`src/rtl/rps_pkg.sv`:
```
package rps_pkg;

  typedef enum logic [2:0] {
    PH_HOLD   = 3'd0,
    PH_PRE    = 3'd1,
    PH_REL1   = 3'd2,
    PH_PUL1   = 3'd3,
    PH_REL2   = 3'd4,
    PH_PUL2   = 3'd5,
    PH_SETTLE = 3'd6,
    PH_READY  = 3'd7
  } phase_e;

  // Cycles covering at least ns nanoseconds at hz, rounded up, minimum 1.
  function automatic longint unsigned ns_to_cycles(input longint unsigned ns,
                                                   input longint unsigned hz);
    longint unsigned c;
    c = (ns * hz + 64'd999_999_999) / 64'd1_000_000_000;
    if (c == 0) c = 1;
    return c;
  endfunction

  function automatic logic phase_is_timed(input phase_e p);
    return (p != PH_HOLD) && (p != PH_READY);
  endfunction

  function automatic logic phase_line_n(input phase_e p);
    return (p == PH_REL1) || (p == PH_REL2) || (p == PH_SETTLE) || (p == PH_READY);
  endfunction

  function automatic logic phase_is_short(input phase_e p);
    return (p == PH_PRE) || (p == PH_PUL1) || (p == PH_PUL2);
  endfunction

endpackage

```
`src/rtl/rps_timer.sv`:
```
module rps_timer #(
  parameter int W = 8
) (
  input  logic         clk,
  input  logic         rst_ni,
  input  logic         load,
  input  logic [W-1:0] load_val,
  output logic         expired
);
  logic [W-1:0] cnt_q;

  always_ff @(posedge clk) begin
    if (!rst_ni)              cnt_q <= '0;
    else if (load)            cnt_q <= load_val;
    else if (cnt_q != '0)     cnt_q <= cnt_q - 1'b1;
  end

  assign expired = (cnt_q == '0);
endmodule

```
`src/rtl/rps_fsm.sv`:
```
module rps_fsm
  import rps_pkg::*;
#(
  parameter int W         = 8,
  parameter int LONG_CYC  = 100,
  parameter int SHORT_CYC = 8
) (
  input  logic         clk,
  input  logic         rst_ni,
  input  logic         cmd_hold,
  input  logic         cmd_release,
  input  logic         cmd_cycle,
  input  logic         expired,
  output logic         load,
  output logic [W-1:0] load_val,
  output logic         step,
  output logic         accept,
  output logic         line_n_q,
  output logic         busy_q,
  output logic         ready_q
);
  localparam logic [W-1:0] LONG_LD  = W'(LONG_CYC - 1);
  localparam logic [W-1:0] SHORT_LD = W'(SHORT_CYC - 1);

  phase_e ph_q, ph_d;
  logic   idle, take_cycle, take_hold, take_release;

  assign idle         = !phase_is_timed(ph_q);
  assign take_cycle   = idle && cmd_cycle;
  assign take_hold    = idle && !cmd_cycle && cmd_hold;
  assign take_release = idle && !cmd_cycle && !cmd_hold && cmd_release && (ph_q == PH_HOLD);
  assign accept       = take_cycle || take_hold || take_release;
  assign step         = phase_is_timed(ph_q) && expired;

  always_comb begin
    ph_d = ph_q;
    if (take_cycle)        ph_d = PH_PRE;
    else if (take_hold)    ph_d = PH_HOLD;
    else if (take_release) ph_d = PH_REL1;
    else if (step) begin
      unique case (ph_q)
        PH_PRE:    ph_d = PH_REL1;
        PH_REL1:   ph_d = PH_PUL1;
        PH_PUL1:   ph_d = PH_REL2;
        PH_REL2:   ph_d = PH_PUL2;
        PH_PUL2:   ph_d = PH_SETTLE;
        PH_SETTLE: ph_d = PH_READY;
        default:   ph_d = ph_q;
      endcase
    end
  end

  assign load     = (take_cycle || take_release || step) && phase_is_timed(ph_d);
  assign load_val = phase_is_short(ph_d) ? SHORT_LD : LONG_LD;

  always_ff @(posedge clk) begin
    if (!rst_ni) begin
      ph_q     <= PH_HOLD;
      line_n_q <= 1'b0;
      busy_q   <= 1'b0;
      ready_q  <= 1'b0;
    end else begin
      ph_q     <= ph_d;
      line_n_q <= phase_line_n(ph_d);
      busy_q   <= phase_is_timed(ph_d);
      ready_q  <= (ph_d == PH_READY);
    end
  end
endmodule

```
`src/rtl/reset_pulse_seq.sv`:
```
module reset_pulse_seq
  import rps_pkg::*;
#(
  parameter longint unsigned CLK_HZ   = 200_000_000,
  parameter longint unsigned LONG_NS  = 60_000_000,
  parameter longint unsigned SHORT_NS = 2_000
) (
  input  logic clk,
  input  logic rst_ni,
  input  logic cmd_hold,
  input  logic cmd_release,
  input  logic cmd_cycle,
  output logic dev_rst_n,
  output logic busy,
  output logic ready,
  output logic line_active
);
  localparam int LONG_CYC  = int'(ns_to_cycles(LONG_NS, CLK_HZ));
  localparam int SHORT_CYC = int'(ns_to_cycles(SHORT_NS, CLK_HZ));
  localparam int MAX_CYC   = (LONG_CYC > SHORT_CYC) ? LONG_CYC : SHORT_CYC;
  localparam int W         = (MAX_CYC > 1) ? $clog2(MAX_CYC) : 1;

  logic         tmr_load, tmr_expired, phase_step, cmd_taken;
  logic [W-1:0] tmr_val;

  rps_timer #(.W(W)) u_timer (
    .clk(clk), .rst_ni(rst_ni), .load(tmr_load), .load_val(tmr_val),
    .expired(tmr_expired)
  );

  rps_fsm #(.W(W), .LONG_CYC(LONG_CYC), .SHORT_CYC(SHORT_CYC)) u_fsm (
    .clk(clk), .rst_ni(rst_ni),
    .cmd_hold(cmd_hold), .cmd_release(cmd_release), .cmd_cycle(cmd_cycle),
    .expired(tmr_expired), .load(tmr_load), .load_val(tmr_val),
    .step(phase_step), .accept(cmd_taken),
    .line_n_q(dev_rst_n), .busy_q(busy), .ready_q(ready)
  );

  assign line_active = !dev_rst_n;
endmodule

```
`config.mk`:
```
export PLATFORM = sky130hd
export DESIGN_NAME = reset_pulse_seq
export DESIGN_NICKNAME = d
export VERILOG_FILES = /design/src/rtl/rps_pkg.sv /design/src/rtl/rps_timer.sv /design/src/rtl/rps_fsm.sv /design/src/rtl/reset_pulse_seq.sv
export SDC_FILE = /design/constraint.sdc
export NUM_CORES = 1
export LEC_CHECK = 0
export ABC_AREA = 1
export BUFFER_PORTS_ARGS = -buffer_cell sky130_fd_sc_hd__clkbuf_2
export CAP_MARGIN = 20
export CORE_MARGIN = 2
export CORE_UTILIZATION = 43
export CTS_BUF_LIST = sky130_fd_sc_hd__clkbuf_2
export CTS_CLUSTER_DIAMETER = 200
export DETAILED_ROUTE_END_ITERATION = 6
export GPL_TIMING_DRIVEN = 0
export HOLD_SLACK_MARGIN = 0.05
export SYNTH_ARGS = -nofsm -noshare
export SYNTH_HDL_FRONTEND = slang
export SYNTH_SLANG_ARGS = --single-unit
```
`constraint.sdc`:
```
create_clock -name clk -period 2.9 [get_ports clk]
set_clock_uncertainty 0.15 [all_clocks]
set_input_delay 0.725 -clock clk [delete_from_list [all_inputs] [get_ports clk]]
set_output_delay 0.725 -clock clk [all_outputs]
set_load 0.05 [all_outputs]
```
==> results of run 1 <==
## path summary, 6_finish.rpt
path / from / end / slack (ns) / cells past startpoint
max reg2reg: u_timer.cnt_q[0] / u_timer.cnt_q[9] / 0.42 / 16
min: rst_ni / u_fsm.ph_q[2] / 0.41 / 3
min reg2reg: u_timer.cnt_q[1] / u_timer.cnt_q[1] / 0.45 / 2
max: u_timer.cnt_q[0] / u_timer.cnt_q[9] / 0.42 / 16
## cell usage in the layout (no fill, tap or decap), drive strengths merged
master  instances
nor3            4
nand3b          5
buf             4
clkbuf         16
inv            22
a21oi           8
dfxtp          30
nor4            2
nand3          17
ha              2
xnor2           8
clkinv          3
nor2           65
xor2           14
o21bai          1
nand2          83
nand4           6
o21ai           3
## registers in the layout, summed over array words and instances (netlist names)
register,count
u_fsm.busy_q,1
u_fsm.line_n_q,1
u_fsm.ph_q,3
u_fsm.ready_q,1
u_timer.cnt_q,24
## routing by layer
metal	GRT usage [%]	part of all wire [%]
met1	24.36	50
met2	28.50	45
met3	4.641	3.7
met4	6.918	1.4
met5	0	0
## power by group
part / internal, mW / switching [mW]
Combinational: 0.746 / 1.21
Sequential: 0.559 / 0.157
Clock: 0.0514 / 0.153
Total: 1.36 / 1.53
## cell type report
type / instances / area [sq um] / share of cell area, %
clock inverters: 3 / 11.26 / 0.5354
inverters: 22 / 87.58 / 4.164
flip-flops and latches: 30 / 600.6 / 28.55
plain buffers: 7 / 50.05 / 2.380
well taps: 52 / 65.06 / 3.093
multi-input cells: 218 / 1224 / 58.18
clock buffers: 5 / 25.02 / 1.190
repair buffers: 8 / 40.04 / 1.904
## logic make-up (layout without fill, tap and decap cells)
logic type,Yosys count,after routing,share of synthesized area [%]
AOI/OAI and AO/OA,12,12,3.380
DFF,30,30,30.61
and+or+nand+nor,182,182,47.90
xor gates and xnor gates,22,22,9.822
buffers and inverters,29,45,7.015
adders and majority gates,2,2,1.275
## worst max-delay path: stages (launching register included)
cell and delay (ns):
dfxtp_1 0.33, inv_1 0.12, ha_1 0.23, inv_1 0.05
nor2_1 0.08, nand2_1 0.08, nor2_4 0.14, nand4_1 0.11
a21oi_1 0.21, nand3_1 0.15, nand2_2 0.11, nand2_2 0.07
nand2_4 0.12, nand2_4 0.12, buf_8 0.20, nand2_2 0.07
nor2_2 0.03
==> qor.csv, run 1 <==
stage;metric;value;unit
run_status;outcome;finished clean;
synth;Synth Instances;277;
place;area post-placement;0.002067;sq mm
detailed_routing;TritonRoute pass-1 iters;5;
timing;Worst Tran Pin Value;0.6114;ns
floorplanning;# rows;24;
detailed_routing;via count;1666;
floorplanning;chip height;71.55;um
run;maxcap violations;0;
global_route;initial antenna violation count;0;
timing;Final setup viols;0;
clock_tree;CTS Hold Bufs;0;
power;Leakage;1.012;nW
finish;post-route cell area;0.002103;sq mm
synth;post-synth top area share;30.61;%
synth;top post-synthesis cells by count;nand2_1, nor2_1, dfxtp_1, inv_1;
floorplanning;Die ar.;0.005119;sq mm
global_route;first-pass GRT wire length;7155;um
global_route;largest net degree at the start of global routing;11;
timing;Final min period;2.478;ns
detailed_routing;DR vias/cell;4.829;
synth;top area cells in the synthesized netlist;dfxtp_1, nand2_1, nor2_1, xor2_1, nand2_2;
finish;Filler cells;454;
finish;final-stage net count;299;
finish;Core Util, Final;47.97;%
finish;number of non-filler instances in the completed layout;345;
place;pre-CTS WS;0.4224;ns
timing;Final period util;85.44;%
power;Final Power;2.882;mW
setup_path;Worst setup SP type;flop;
synth;async set-reset flop share out of synthesis;0;%
synth;Seq cells post-synth;30;
clock_tree;clk_lat worst skew;0.37;ns
floorplanning;die width;71.55;um
detailed_routing;DRC errors left;0;
synth;number of flops mapped to enable cells by yosys;0;
clock_tree;TritonCTS Buffers;5;
synth;top-count cell post-synth;nand2_1;
synth;Post-Syn Area;0.001962;sq mm
timing;Final Max Tran Viols;0;
clock_tree;clk buf depth;2;
clock_tree;count of cells resized by post-cts repair;0;
synth;syn_nets;284;
synth;Ys Warns;0;
setup_path;Critical Path AT;2.59;ns
clock_tree;Post CTS Setup Buffer Count;0;
timing;RSZ-0062 raised after global routing;false;
floorplanning;Top Ports;9;
clock_tree;CTS H-Tree Depth;2;
place;routability cong.;0.9141;
floorplanning;Initial Utilization;44.75;%
floorplanning;core area;0.004384;sq mm
finish;fraction of final layout cells sized beyond drive strength 1;22.87;%
setup_path;Critical Path End Type;flop;
timing;Fin Setup TNS;0;ns
setup_path;critical path class;flop to flop;
place;Inst Count DP;337;
clock_tree;Root Buffer;clkbuf_2;
detailed_routing;DRT Wirelength;4179;um
detailed_routing;antenna viol nets, final;0;
synth;cell taking the most area after synthesis;dfxtp_1;
synth;Distinct cells, synth;28;
power;Power Density;1370;mW/mm^2
setup_path;Worst Path Required;3.01;ns
timing;final hold viol count;0;
finish;diode count;0;
synth;commonest register cell after synthesis;dfxtp_1;
global_route;via count of the first global-routing pass;1535;
finish;area delta synth->final;7.207;%
synth;syn avg cell area;7.083;sq um
synth;register area share after synthesis;30.61;%
clock_tree;clock-pin slew on the worst setup and hold paths;0.16;ns
detailed_routing;number of DRC markers in iteration 0;72;
clock_tree;CTS sink count;30;
global_route;gr ovfl total;0;
timing;hold_ws;0.4095;ns
global_route;Tot GR Track Use;18.26;%
power;peak supply drop;0.5174;mV
timing;Max-slew headroom;58.93;%
min_path;Tightest Hold Check Type;input port to flop;
timing;Max Freq;403.6;MHz
detailed_routing;routed len/inst;12.11;um
place;post-DP HPWL;3157;um
clock_tree;CTS tree;done;
place;I/O Buffers;8;
setup_path;Max FO, Critical Path;10;
timing;Worst Slack Setup Final;0.4222;ns
Power figures use the tool's default switching activity.
==> run 2, diff against run 1 <==
--- a/config.mk
+++ b/config.mk
@@ -13,8 +13,9 @@
 export CTS_BUF_LIST = sky130_fd_sc_hd__clkbuf_2
 export CTS_CLUSTER_DIAMETER = 200
 export DETAILED_ROUTE_END_ITERATION = 6
-export GPL_TIMING_DRIVEN = 0
+export GPL_TIMING_DRIVEN = 1
 export HOLD_SLACK_MARGIN = 0.05
+export SLEW_MARGIN = 25
 export SYNTH_ARGS = -nofsm -noshare
 export SYNTH_HDL_FRONTEND = slang
 export SYNTH_SLANG_ARGS = --single-unit
==> constraint.sdc (replaced) <==
create_clock -name clk -period 3.2 [get_ports clk]
set_clock_uncertainty 0.15 [all_clocks]
set_input_delay 0.8 -clock clk [delete_from_list [all_inputs] [get_ports clk]]
set_output_delay 0.8 -clock clk [all_outputs]
set_load 0.05 [all_outputs]
==> qor.csv, run 2 (synthesized netlist as in run 1, its figures left out) <==
stage;metric;value;unit;change
run_status;outcome;finished clean;;
clock_tree;TritonCTS Buffers;5;;unchanged
power;P_sw;1.364;mW;-11%
clock_tree;CTS tree;done;;
floorplanning;Initial Utilization;44.75;%;unchanged
setup_path;critical path class;flop to flop;;
min_path;Tightest Hold Check Type;flop to flop;;
clock_tree;clock-pin slew on the worst setup and hold paths;0.14;ns;-0.02 ns
timing;final hold viol count;0;;unchanged
clock_tree;count of cells resized by post-cts repair;0;;unchanged
floorplanning;chip height;71.55;um;unchanged
global_route;met2 Use GR;28.60;%;+0.10 points
finish;flip-flop count of the largest register after layout;24;;unchanged
floorplanning;die width;71.55;um;unchanged
finish;commonest cells after routing, fill and taps aside;nand2_1, nor2_1, dfxtp_1, inv_1;;
floorplanning;# rows;24;;unchanged
power;Seq pwr share;25.4;%;+0.5 points
global_route;largest net degree at the start of global routing;27;;+16
floorplanning;core area;0.004384;sq mm;unchanged
clock_tree;CTS sink count;30;;unchanged
global_route;first-pass GRT wire length;7251;um;+1.3%
finish;largest reg by FF count;u_timer.cnt_q;;
setup_path;Worst setup SP type;flop;;
run;maxcap violations;0;;unchanged
clock_tree;CTS Hold Bufs;0;;unchanged
global_route;Tot GR Track Use;17.93;%;-0.33 points
detailed_routing;antenna viol nets, final;0;;unchanged
global_route;met1 usage;23.53;%;-0.83 points
timing;Final period util;81.98;%;-3.5 points
place;post-DP HPWL;2988;um;-5.4%
global_route;GR Util met3;4.360;%;-0.28 points
floorplanning;Die ar.;0.005119;sq mm;unchanged
detailed_routing;DRC errors left;0;;unchanged
power;Sw Ratio;52.90;%;about the same
clock_tree;clk_lat worst skew;0.35;ns;-0.02 ns
power;Power Density;1252;mW/mm^2;-8.6%
detailed_routing;via count;1613;;-3.2%
detailed_routing;DRT Wirelength;3996;um;-4.4%
place;pre-CTS WS;0.5591;ns;+0.1367 ns
timing;Worst Tran Pin Value;0.6177;ns;+0.006340 ns
timing;Max Freq;381.2;MHz;-5.6%
timing;Final min period;2.623;ns;+0.1457 ns
place;I/O Buffers;8;;unchanged
floorplanning;Top Ports;9;;unchanged
setup_path;Critical Path AT;2.70;ns;+0.11 ns
finish;final-stage net count;293;;-2.0%
detailed_routing;TritonRoute pass-1 iters;4;;-1
timing;Fin Setup TNS;0;ns;unchanged
power;peak supply drop;0.6366;mV;+23%
finish;area delta synth->final;4.975;%;
detailed_routing;number of DRC markers in iteration 0;77;;+6.9%
clock_tree;Root Buffer;clkbuf_2;;
clock_tree;clk buf depth;2;;unchanged
power;clock share of power;7.0;%;about the same
finish;most common cell after layout, fill and taps aside;nand2_1;;
power;Int Pwr;1.215;mW;-10%
timing;hold_ws;0.4459;ns;+0.03639 ns
global_route;initial antenna violation count;0;;unchanged
timing;Final Max Tran Viols;0;;unchanged
setup_path;Critical Path End Type;flop;;
detailed_routing;DR vias/cell;4.772;;-1.2%
finish;diode count;0;;unchanged
finish;fraction of final layout cells sized beyond drive strength 1;23.08;%;+0.21 points
global_route;Top Usage Layer GRT;met2;;
power;Leakage;0.9964;nW;-1.5%
timing;Worst Slack Setup Final;0.5766;ns;+0.1543 ns
clock_tree;CTS H-Tree Depth;2;;unchanged
global_route;via count of the first global-routing pass;1592;;+3.7%
place;routability cong.;0.8540;;-6.6%
timing;RSZ-0062 raised after global routing;false;;
timing;Max-slew headroom;58.50;%;-0.43 points
clock_tree;Post CTS Setup Buffer Count;0;;unchanged
global_route;gr ovfl total;0;;unchanged
finish;Top Registers;u_timer.cnt_q (24), u_fsm.ph_q (3);;
setup_path;Worst Path Required;3.28;ns;+0.27 ns
detailed_routing;routed len/inst;11.82;um;-2.4%
setup_path;Max FO, Critical Path;26;;+16
power;Combinational Power Share;67.6;%;-0.4 points
timing;Final setup viols;0;;unchanged
run 2: cell count changes in the layout (fill, tap and decap cells not counted):
cell,before,now
clkbuf_2,13,15
clkinv_1,3,0
buf_6,1,0
buf_8,1,0
buf_2,1,0
clkbuf_1,3,0
run 2: worst paths after layout:
kind / cells after the start / from / end / slack [ns]
worst max-delay path: 15 / u_timer.cnt_q[0] / u_timer.cnt_q[13] / 0.58
worst max register to register: 15 / u_timer.cnt_q[0] / u_timer.cnt_q[13] / 0.58
worst min register to register: 2 / u_timer.cnt_q[1] / u_timer.cnt_q[1] / 0.45
worst min-delay path: 2 / u_timer.cnt_q[1] / u_timer.cnt_q[1] / 0.45
run 2: per-stage QoR:
step           instance area, sq um  utilization, %  instances  power [mW]
6_report                       2059           46.97        338       2.579
5_1_grt                        2059           46.97        338       2.878
4_1_cts                        2059           46.97        338       2.594
3_5_place_dp                   2024           46.18        331       2.403
3_3_place_gp                   2024           46.18        331       2.395
2_1_floorplan                  1962               -        277       2.149
run 2: power groups by stage:
stage	Sequential (mW)	Combinational (mW)	Clock (mW)
floorplan	0.640	1.51	0
global placement	0.662	1.73	0
detailed placement	0.663	1.74	0
CTS	0.655	1.75	0.188
global route	0.675	1.99	0.209
finish	0.655	1.74	0.181
run 2: per-layer routing:
layer / vias up / part of all wire [%] / wire length (um)
li1: 879 / - / -
met1: 707 / 50 / 1985
met2: 22 / 45 / 1817
met3: 5 / 3.5 / 139
met4: 0 / 1.4 / 54
met5: - / 0 / 0
run 2: layout make-up:
class	count	area, sq um
fillers	446	2325
multi-input cells	218	1224
flip-flops and latches	30	600.6
inverters	22	87.58
well taps	52	65.06
repair buffers	9	47.55
clock buffers	7	35.03
run 2: critical path, cell delays in order (launching register included):
cell and delay, ns:
dfxtp_1 0.32, inv_1 0.12, ha_1 0.23, inv_1 0.05, nor2_1 0.08, nand2_1 0.09, nor2_4 0.14, nand4_1 0.10
a21oi_1 0.21, nand3_1 0.15, nand2_2 0.11, nand2_2 0.07, nand2_4 0.23, nand2_4 0.23, nand3b_1 0.16, nor2_1 0.05
